## src/rtl/irqc_pkg.sv

```systemverilog
package irqc_pkg;
  typedef enum logic [1:0] {
    STEP_MASK = 2'd0,
    STEP_BASE = 2'd1,
    STEP_CASC = 2'd2,
    STEP_MODE = 2'd3
  } step_e;

  typedef struct packed {
    logic init1;
    logic rdctl;
    logic eoicl;
  } cmd_kind_t;
endpackage

```

## src/rtl/irqc_cmd_decode.sv

```systemverilog
module irqc_cmd_decode
  import irqc_pkg::*;
#(
  parameter int DW = 8
) (
  input  logic          cmd_wr,
  input  logic [DW-1:0] wdata,
  output cmd_kind_t     kind,
  output logic          unsup
);
  always_comb begin
    kind.init1 = cmd_wr & wdata[4];
    kind.rdctl = cmd_wr & ~wdata[4] & wdata[3];
    kind.eoicl = cmd_wr & ~wdata[4] & ~wdata[3];
    unsup = (kind.init1 & wdata[3]) |
            (kind.rdctl & wdata[2]) |
            (kind.eoicl & wdata[7]);
  end
endmodule

```

## src/rtl/irqc_init_seq.sv

```systemverilog
module irqc_init_seq
  import irqc_pkg::*;
#(
  parameter int DW     = 8,
  parameter int LVL_W  = 3,
  localparam int BASE_W = DW - LVL_W
) (
  input  logic              clk,
  input  logic              rst_n,
  input  logic              init1,
  input  logic              dat_wr,
  input  logic [DW-1:0]     wdata,
  output logic [DW-1:0]     mask,
  output logic [BASE_W-1:0] base,
  output logic              single,
  output logic              auto_eoi,
  output logic              unsup
);
  step_e             step_q, step_d;
  logic              single_q, single_d;
  logic              need4_q, need4_d;
  logic              aeoi_q, aeoi_d;
  logic [BASE_W-1:0] base_q, base_d;
  logic [DW-1:0]     mask_q, mask_d;

  always_comb begin
    step_d   = step_q;
    single_d = single_q;
    need4_d  = need4_q;
    aeoi_d   = aeoi_q;
    base_d   = base_q;
    mask_d   = mask_q;
    unsup    = 1'b0;
    if (dat_wr) begin
      unique case (step_q)
        STEP_MASK: mask_d = wdata;
        STEP_BASE: begin
          base_d = wdata[DW-1:LVL_W];
          if (!single_q)    step_d = STEP_CASC;
          else if (need4_q) step_d = STEP_MODE;
          else              step_d = STEP_MASK;
        end
        STEP_CASC: step_d = need4_q ? STEP_MODE : STEP_MASK;
        STEP_MODE: begin
          aeoi_d = wdata[1];
          unsup  = ~wdata[0];
          step_d = STEP_MASK;
        end
        default: step_d = STEP_MASK;
      endcase
    end
    if (init1) begin
      single_d = wdata[1];
      need4_d  = wdata[0];
      step_d   = STEP_BASE;
    end
  end

  always_ff @(posedge clk or negedge rst_n) begin
    if (!rst_n) begin
      step_q   <= STEP_MASK;
      single_q <= 1'b0;
      need4_q  <= 1'b0;
      aeoi_q   <= 1'b0;
      base_q   <= '0;
      mask_q   <= '1;
    end else begin
      step_q   <= step_d;
      single_q <= single_d;
      need4_q  <= need4_d;
      aeoi_q   <= aeoi_d;
      base_q   <= base_d;
      mask_q   <= mask_d;
    end
  end

  assign mask     = mask_q;
  assign base     = base_q;
  assign single   = single_q;
  assign auto_eoi = aeoi_q;
endmodule

```

## src/rtl/irqc_ocw_regs.sv

```systemverilog
module irqc_ocw_regs #(
  parameter int DW    = 8,
  parameter int LVL_W = 3
) (
  input  logic             clk,
  input  logic             rst_n,
  input  logic             rdctl,
  input  logic             eoicl,
  input  logic [DW-1:0]    wdata,
  output logic             sel_isr,
  output logic             special,
  output logic             eoi_valid,
  output logic             eoi_specific,
  output logic [LVL_W-1:0] eoi_level
);
  logic             sel_q, sel_d;
  logic             spec_q, spec_d;
  logic             ev_q, ev_d;
  logic             es_q, es_d;
  logic [LVL_W-1:0] el_q, el_d;

  always_comb begin
    sel_d  = sel_q;
    spec_d = spec_q;
    ev_d   = 1'b0;
    es_d   = es_q;
    el_d   = el_q;
    if (rdctl && wdata[1]) sel_d  = wdata[0];
    if (rdctl && wdata[6]) spec_d = wdata[5];
    if (eoicl && wdata[5]) begin
      ev_d = 1'b1;
      es_d = wdata[6];
      el_d = wdata[LVL_W-1:0];
    end
  end

  always_ff @(posedge clk or negedge rst_n) begin
    if (!rst_n) begin
      sel_q  <= 1'b0;
      spec_q <= 1'b0;
      ev_q   <= 1'b0;
      es_q   <= 1'b0;
      el_q   <= '0;
    end else begin
      sel_q  <= sel_d;
      spec_q <= spec_d;
      ev_q   <= ev_d;
      es_q   <= es_d;
      el_q   <= el_d;
    end
  end

  assign sel_isr      = sel_q;
  assign special      = spec_q;
  assign eoi_valid    = ev_q;
  assign eoi_specific = es_q;
  assign eoi_level    = el_q;
endmodule

```

## src/rtl/irqc_prog_if.sv

```systemverilog
module irqc_prog_if
  import irqc_pkg::*;
#(
  parameter int N_LVL = 8,
  localparam int DW     = N_LVL,
  localparam int LVL_W  = $clog2(N_LVL),
  localparam int BASE_W = DW - LVL_W
) (
  input  logic              clk,
  input  logic              rst_n,
  input  logic              cmd_wr,
  input  logic              cmd_rd,
  input  logic              dat_wr,
  input  logic              dat_rd,
  input  logic [DW-1:0]     wdata,
  output logic [DW-1:0]     rdata,
  input  logic [DW-1:0]     irr_in,
  input  logic [DW-1:0]     isr_in,
  input  logic [LVL_W-1:0]  ack_level,
  output logic [DW-1:0]     ack_vector,
  output logic [DW-1:0]     mask_o,
  output logic [BASE_W-1:0] vec_base_o,
  output logic              single_o,
  output logic              auto_eoi_o,
  output logic              special_o,
  output logic              eoi_valid,
  output logic              eoi_specific,
  output logic [LVL_W-1:0]  eoi_level,
  output logic              unsupported_o
);
  logic [1:0] rst_pipe;
  logic       rst_int_n;
  cmd_kind_t  kind;
  logic       unsup_cmd, unsup_mode;
  logic       sel_isr;
  logic       unsup_q, unsup_d;

  // asynchronous assertion, synchronous release
  always_ff @(posedge clk or negedge rst_n) begin
    if (!rst_n) rst_pipe <= 2'b00;
    else        rst_pipe <= {rst_pipe[0], 1'b1};
  end
  assign rst_int_n = rst_pipe[1];

  irqc_cmd_decode #(.DW(DW)) u_dec (
    .cmd_wr (cmd_wr),
    .wdata  (wdata),
    .kind   (kind),
    .unsup  (unsup_cmd)
  );

  irqc_init_seq #(.DW(DW), .LVL_W(LVL_W)) u_seq (
    .clk      (clk),
    .rst_n    (rst_int_n),
    .init1    (kind.init1),
    .dat_wr   (dat_wr),
    .wdata    (wdata),
    .mask     (mask_o),
    .base     (vec_base_o),
    .single   (single_o),
    .auto_eoi (auto_eoi_o),
    .unsup    (unsup_mode)
  );

  irqc_ocw_regs #(.DW(DW), .LVL_W(LVL_W)) u_ocw (
    .clk          (clk),
    .rst_n        (rst_int_n),
    .rdctl        (kind.rdctl),
    .eoicl        (kind.eoicl),
    .wdata        (wdata),
    .sel_isr      (sel_isr),
    .special      (special_o),
    .eoi_valid    (eoi_valid),
    .eoi_specific (eoi_specific),
    .eoi_level    (eoi_level)
  );

  always_comb unsup_d = unsup_q | unsup_cmd | unsup_mode;

  always_ff @(posedge clk or negedge rst_int_n) begin
    if (!rst_int_n) unsup_q <= 1'b0;
    else            unsup_q <= unsup_d;
  end
  assign unsupported_o = unsup_q;

  always_comb begin
    if (dat_rd)      rdata = mask_o;
    else if (cmd_rd) rdata = sel_isr ? isr_in : irr_in;
    else             rdata = '0;
  end

  assign ack_vector = {vec_base_o, ack_level};
endmodule

```

## config.mk

```make
export PLATFORM = sky130hd
export DESIGN_NAME = irqc_prog_if
export DESIGN_NICKNAME = d
export VERILOG_FILES = /design/src/rtl/irqc_pkg.sv /design/src/rtl/irqc_cmd_decode.sv /design/src/rtl/irqc_init_seq.sv /design/src/rtl/irqc_ocw_regs.sv /design/src/rtl/irqc_prog_if.sv
export SDC_FILE = /design/constraint.sdc
export NUM_CORES = 1
export LEC_CHECK = 0
export ABC_AREA = 1
export ABC_CLOCK_PERIOD_IN_PS = 1190
export BUFFER_PORTS_ARGS = -buffer_cell sky130_fd_sc_hd__buf_4
export CAP_MARGIN = 40
export CORE_UTILIZATION = 45
export DETAILED_ROUTE_END_ITERATION = 10
export PLACE_DENSITY_LB_ADDON = 0.15
export SYNTH_ARGS = -nofsm -noshare
export SYNTH_HDL_FRONTEND = slang
export SYNTH_SLANG_ARGS = --single-unit
```

## constraint.sdc

```tcl
create_clock -name clk -period 1.19 [get_ports clk]
set_input_delay 0.119 -clock clk [delete_from_list [all_inputs] [get_ports clk]]
set_output_delay 0.119 -clock clk [all_outputs]
set_load 0.005 [all_outputs]
```

* Word level (Yosys, flattened, before mapping) *
Cells that the tools add are included.
W data, S select, Z words.

operators by class
  equal/unequal tests = 3
  muxes and demuxes = 11
  bitwise operators = 14
  reduce and logical (&&, ||, !) cells = 10

operators by type and width
  kind                  number
  $mux W8               3
  $mux W2               4
  $reduce_and A2 Y1     4
  $and A1 B1 Y1         7
  $pmux W2 S3           1
  $eq A2 B2 Y1 const B  2
  $or A1 B1 Y1          4
  $reduce_bool A4 Y1    1
  $logic_and A1 B1 Y1   3
  $mux W1               3
  $not A1 Y1            3
  $eq A2 B1 Y1 const B  1
  $logic_not A2 Y1      1
  $reduce_bool A2 Y1    1

storage, ports and cells
  register bits = 28
  bits of input ports = 33
  output and inout port bits = 38
  word-level logic and storage cells = 51

* Logic depth before layout (Yosys ltp) *
  depth in word-level cells = 8
  depth in mapped cells = 5

* By module *
Synthesis repeated with hierarchy kept, for this count alone.

second synthesis, totals
  cell total of the unflattened synthesis = 200
  area, all modules = 1,520.2 um^2

by module, submodules not included
  module           times used  cells an instance  area each (um^2)  sequential area each (um^2)
  irqc_init_seq    1           84                 782.0             460.4
  irqc_prog_if     1           76                 420.4             75.1
  irqc_ocw_regs    1           29                 267.8             175.2
  irqc_cmd_decode  1           11                 50.0              0.0

* Worst setup path after synthesis *
Ideal clock, no wire load.

  path type = register -> register
  start = reg u_seq.step_q[0]
  end = reg u_seq.mask_q[1], in the netlist u_seq.mask[1]
  setup time = 77 ps
  arrival time = 918 ps
  required time = 1,113 ps
  slack = 195 ps
  stages on the path, launching flop included = 6
  path buffers = 1
  period minus slack after synthesis = 995 ps
  cell sequence = dfrtp_1 > nor2_2 > nand2_4 > buf_6 > nand2_1 > o21ai_2

on the way
  word-level cells in the longest chain between the ends = 2

RTL lines
  item                         RTL line             RTL
  from (decl)                  irqc_init_seq.sv:19  step_e step_q, step_d;
  from (signal assigned)       irqc_init_seq.sv:68  step_q <= step_d;
  $logic_not A2 Y1             irqc_init_seq.sv:35  unique case (step_q)
  $reduce_and A2 Y1 (no line)  --
  to (signal assigned)         irqc_init_seq.sv:73  mask_q <= mask_d;
  to (decl)                    irqc_init_seq.sv:24  logic [DW-1:0] mask_q, mask_d;

Every way passes these cells.
A chain may end at the register's enable or synchronous reset.

* Worst setup path in the final report *
  start = reg u_ocw.sel_q, in the netlist u_ocw.sel_isr
  end = out rdata[6]

on the way
  word-level cells in the longest chain between the ends = 3

RTL lines
  item                    RTL line             RTL
  from (decl)             irqc_ocw_regs.sv:16  logic sel_q, sel_d;
  from (signal assigned)  irqc_ocw_regs.sv:45  sel_q <= sel_d;
  $mux W8 (2 in series)   irqc_prog_if.sv:88   else if (cmd_rd) rdata = sel_isr ? isr_in : irr_in;
  $mux W8                 irqc_prog_if.sv:87   if (dat_rd) rdata = mask_o;
  to (decl)               irqc_prog_if.sv:16   output logic [DW-1:0] rdata,

Every way passes these cells.

==> results.py <==
metrics = {
    "grt": {
        "grtUsageTotal": 0.2046,
        "grt_pass1_wl_mm": 5.347,
        "antenna_found_initial": 0,
        "grt_overflow": 0,
        "grt_pass1_vias": 1217,
        "grt_max_degree": 27,
    },
    "clock_network": {
        "clock-sinks": 28,
        "htree_levels": 1,
        "clock_latency_ps": 310,
        "cts_buffers": 3,
        "cts-root-buf": "clkbuf_4",
        "cts_buffer_depth": 2,
        "clk_pin_slew_worst_paths_ps": 140,
        "cts_tree": "yes",
    },
    "layout": {
        "finalInstanceArea_mm2": 0.001962,
        "area_growth_pct": 39.75,
        "drive_gt1_frac": 0.4416,
        "antenna_cells": 0,
        "multi_input_area_um2": 585.6,
        "final.fill_count": 238,
        "nets": 265,
        "regArea_um2": 711.9,
        "finish.utilization": 0.6877,
    },
    "sta": {
        "fmaxAchievable_mhz": 744.4,
        "finalCriticalPeriod_ps": 1343,
        "fin_skew_ps": 1.774,
        "final-setup-viol-count": 8,
        "rsz0062_at_grt": "yes",
        "fin_ws_ps": -153.3,
        "slew_violations": 0,
        "finalHoldViolations": 0,
        "fin_crit_sh": 1.129,
        "fin_hold_ws_ps": 23.02,
    },
    "setup_path": {
        "slowest_delay_ps": 460,
        "critPathBufInv": 2,
        "r2r_start": "u_seq.step_q[0]",
        "start_kind": "flip-flop",
        "required_ps": 1070,
        "r2r-end": "u_seq.mask[2]",
        "end_kind": "output pin",
        "slowest_stage": "dfrtp_2",
        "path_cells": "buf_6, o21ai_2, o21ai_1, buf_4",
        "crit_cells": 4,
        "cp_max_fo": 5,
        "crit_arrival_ps": 1220,
        "r2r_slack_ps": 150,
        "crit_path_end": "rdata[6]",
        "path_class": "flip-flop to output pin",
        "r2r.worst_path.cells": 4,
        "cpLargestDelayFamily": "flip-flops",
        "worstSetupStartpoint": "u_ocw.sel_isr",
    },
    "place": {
        "dpl_cell_area_mm2": 0.001857,
        "dp_worst_setup_slack_ps": 58.76,
        "portBuffers": 64,
        "place_hpwl_mm": 2.557,
        "gp_routability_congestion": 0.8355,
    },
    "synth": {
        "synthCells": 169,
        "synth-seq-cells": 28,
        "syn-num-nets": 202,
        "synth.largest_area_cell": "dfrtp_1",
        "ys.flop_type": "dfrtp_1",
        "syn-cell-area_mm2": 0.001404,
        "syn_avg_cell_area_um2": 8.307,
        "ys_types": 21,
        "synth_top_area_frac": 0.3565,
        "synth_most_common_cell": "nand2_1",
        "yosys_warnings": 0,
        "synthTopCellsByCount": "50 x nand2_1, 26 x o21ai_0, 20 x dfrtp_1, 15 x inv_1, 15 x nor2_1",
        "synth_edf_count": 0,
        "yosysSeqAreaShare": 0.5062,
        "async_flop_share": 1.000,
        "synth.area.top_cells": "dfrtp_1 36%, dfstp_2 15%, nand2_1 13%",
    },
    "floorplan": {
        "die_h_um": 57.86,
        "fp.dieW_um": 57.86,
        "core_area_mm2": 0.002853,
        "rows": 19,
        "die_area_mm2": 0.003347,
        "ios": 71,
        "start_util": 0.4921,
    },
    "power_and_ir_drop": {
        "p_switching_mw": 1.077,
        "pwr-share-comb": 0.408,
        "swShare": 0.3210,
        "irDropWorstVdd_mv": 1.007,
        "leakage_nw": 1.017,
        "seqPwrFrac": 0.462,
        "p_int_mw": 2.278,
        "p_total_mw": 3.355,
        "p_per_area_mw_per_mm2": 1710,
        "clkPwrFrac": 0.130,
    },
    "route": {
        "dr_total_vias": 1336,
        "routed_wl_mm": 3.257,
        "wl_per_cell_um": 12.43,
        "drtAntennaViolNets": 0,
        "first_pass_iters": 8,
        "drt_iter0_drc": 113,
        "drc": 10,
        "via_per_inst": 5.099,
    },
    "run_status": {
        "violations": "design-rule violations, negative setup slack",
        "status": "finished with violations",
    },
    "hold_path": {
        "hold_path_depth": 3,
        "hp-class": "input pin to flip-flop",
    },
    "run": {
        "drv_cap": 0,
    },
}
-- sequential cells by signal, summed over array words and instances (netlist names) --
signal              count
u_seq.mask              8
u_seq.base              5
u_ocw.eoi_level         3
rst_pipe                2
u_seq.step_q            2
u_ocw.eoi_specific      1
u_ocw.eoi_valid         1
u_ocw.sel_isr           1
u_ocw.special           1
u_seq.auto_eoi          1
u_seq.need4_q           1
u_seq.single            1
unsupported_o           1
-- what timing repair did --
| item | CTS | global route |
|---|---|---|
| pin swaps | 7 | 8 |
| setup endpoints to repair | 8 | 8 |
| buffers inserted | 1 | 0 |
| hold buffers | 2 | 0 |
| gates resized for setup | 24 | 5 |
| endpoints found under the hold margin | 3 | 0 |
-- per-stage QoR --
| stage | TNS, ps | std cells |
|---|---|---|
| 4_1_cts | -1231 | 262 |
| 2_1_floorplan | 0 | 169 |
| 6_report | -1182 | 262 |
| 3_5_place_dp | 0 | 255 |
| 3_3_place_gp | 0 | 255 |
| 5_1_grt | -1706 | 262 |
-- cell families (layout without fill, tap and decap cells) --
logic type,after synthesis,count (layout),share of synthesized area
simple gates,77,77,0.2362
flops,28,28,0.5062
compound gates,37,37,0.1569
other cells,1,1,0.002671
buf+inv,26,88,0.09803
-- power by group through the flow --
stage               Combinational [mW]  Sequential, mW  Clock [mW]
floorplan                        0.627            1.55           0
global route                      1.50            1.59       0.487
global placement                  1.28            1.55           0
detailed placement                1.31            1.57           0
finish                            1.37            1.55       0.437
CTS                               1.37            1.55       0.462
-- worst register-to-register path, cell delays in order, from the launching register on --
cell and delay, ps:
dfrtp_1 460, nor2_2 190, nand2_4 160, nand2_1 120, o21ai_2 50
-- cell usage in the layout (no fill, tap or decap), drive strengths merged --
cell,synthesis,layout
a21oi,1,1
buf,10,67
clkbuf,1,4
conb,1,1
dfrtp,20,20
dfstp,8,8
dlygate4sd3,0,2
inv,15,15
nand2,51,51
nand3,6,6
nand4,2,2
nor2,18,18
o21a,1,1
o21ai,34,34
o21bai,1,1
-- cell type report --
type / instances / share of cell area
inverter: 15 / 0.02997
clock buffer: 4 / 0.01849
multi-input combinational: 115 / 0.2985
tap: 31 / 0.01977
timing repair buffer: 69 / 0.2704
sequential: 28 / 0.3629
-- routing by layer --
metal,vias to the layer above,track usage,wire (µm)
met1,605,0.2615,1335
met3,4,0.03795,322
li1,655,-,-
met5,-,0,0
met4,0,0.05442,28
met2,72,0.3580,1571
-- how the worst min path moves through the flow --
stage	slack [ps]	endpoint	from
global placement	-100	rst_pipe[0]	rst_n
CTS	20	u_ocw.eoi_specific	wdata[6]
detailed placement	-100	rst_pipe[0]	rst_n
floorplan	-180	rst_pipe[0]	rst_n
global route	10	u_ocw.eoi_specific	wdata[6]
finish	20	u_ocw.eoi_specific	wdata[6]
No activity file was read; power rests on OpenSTA's default activity.
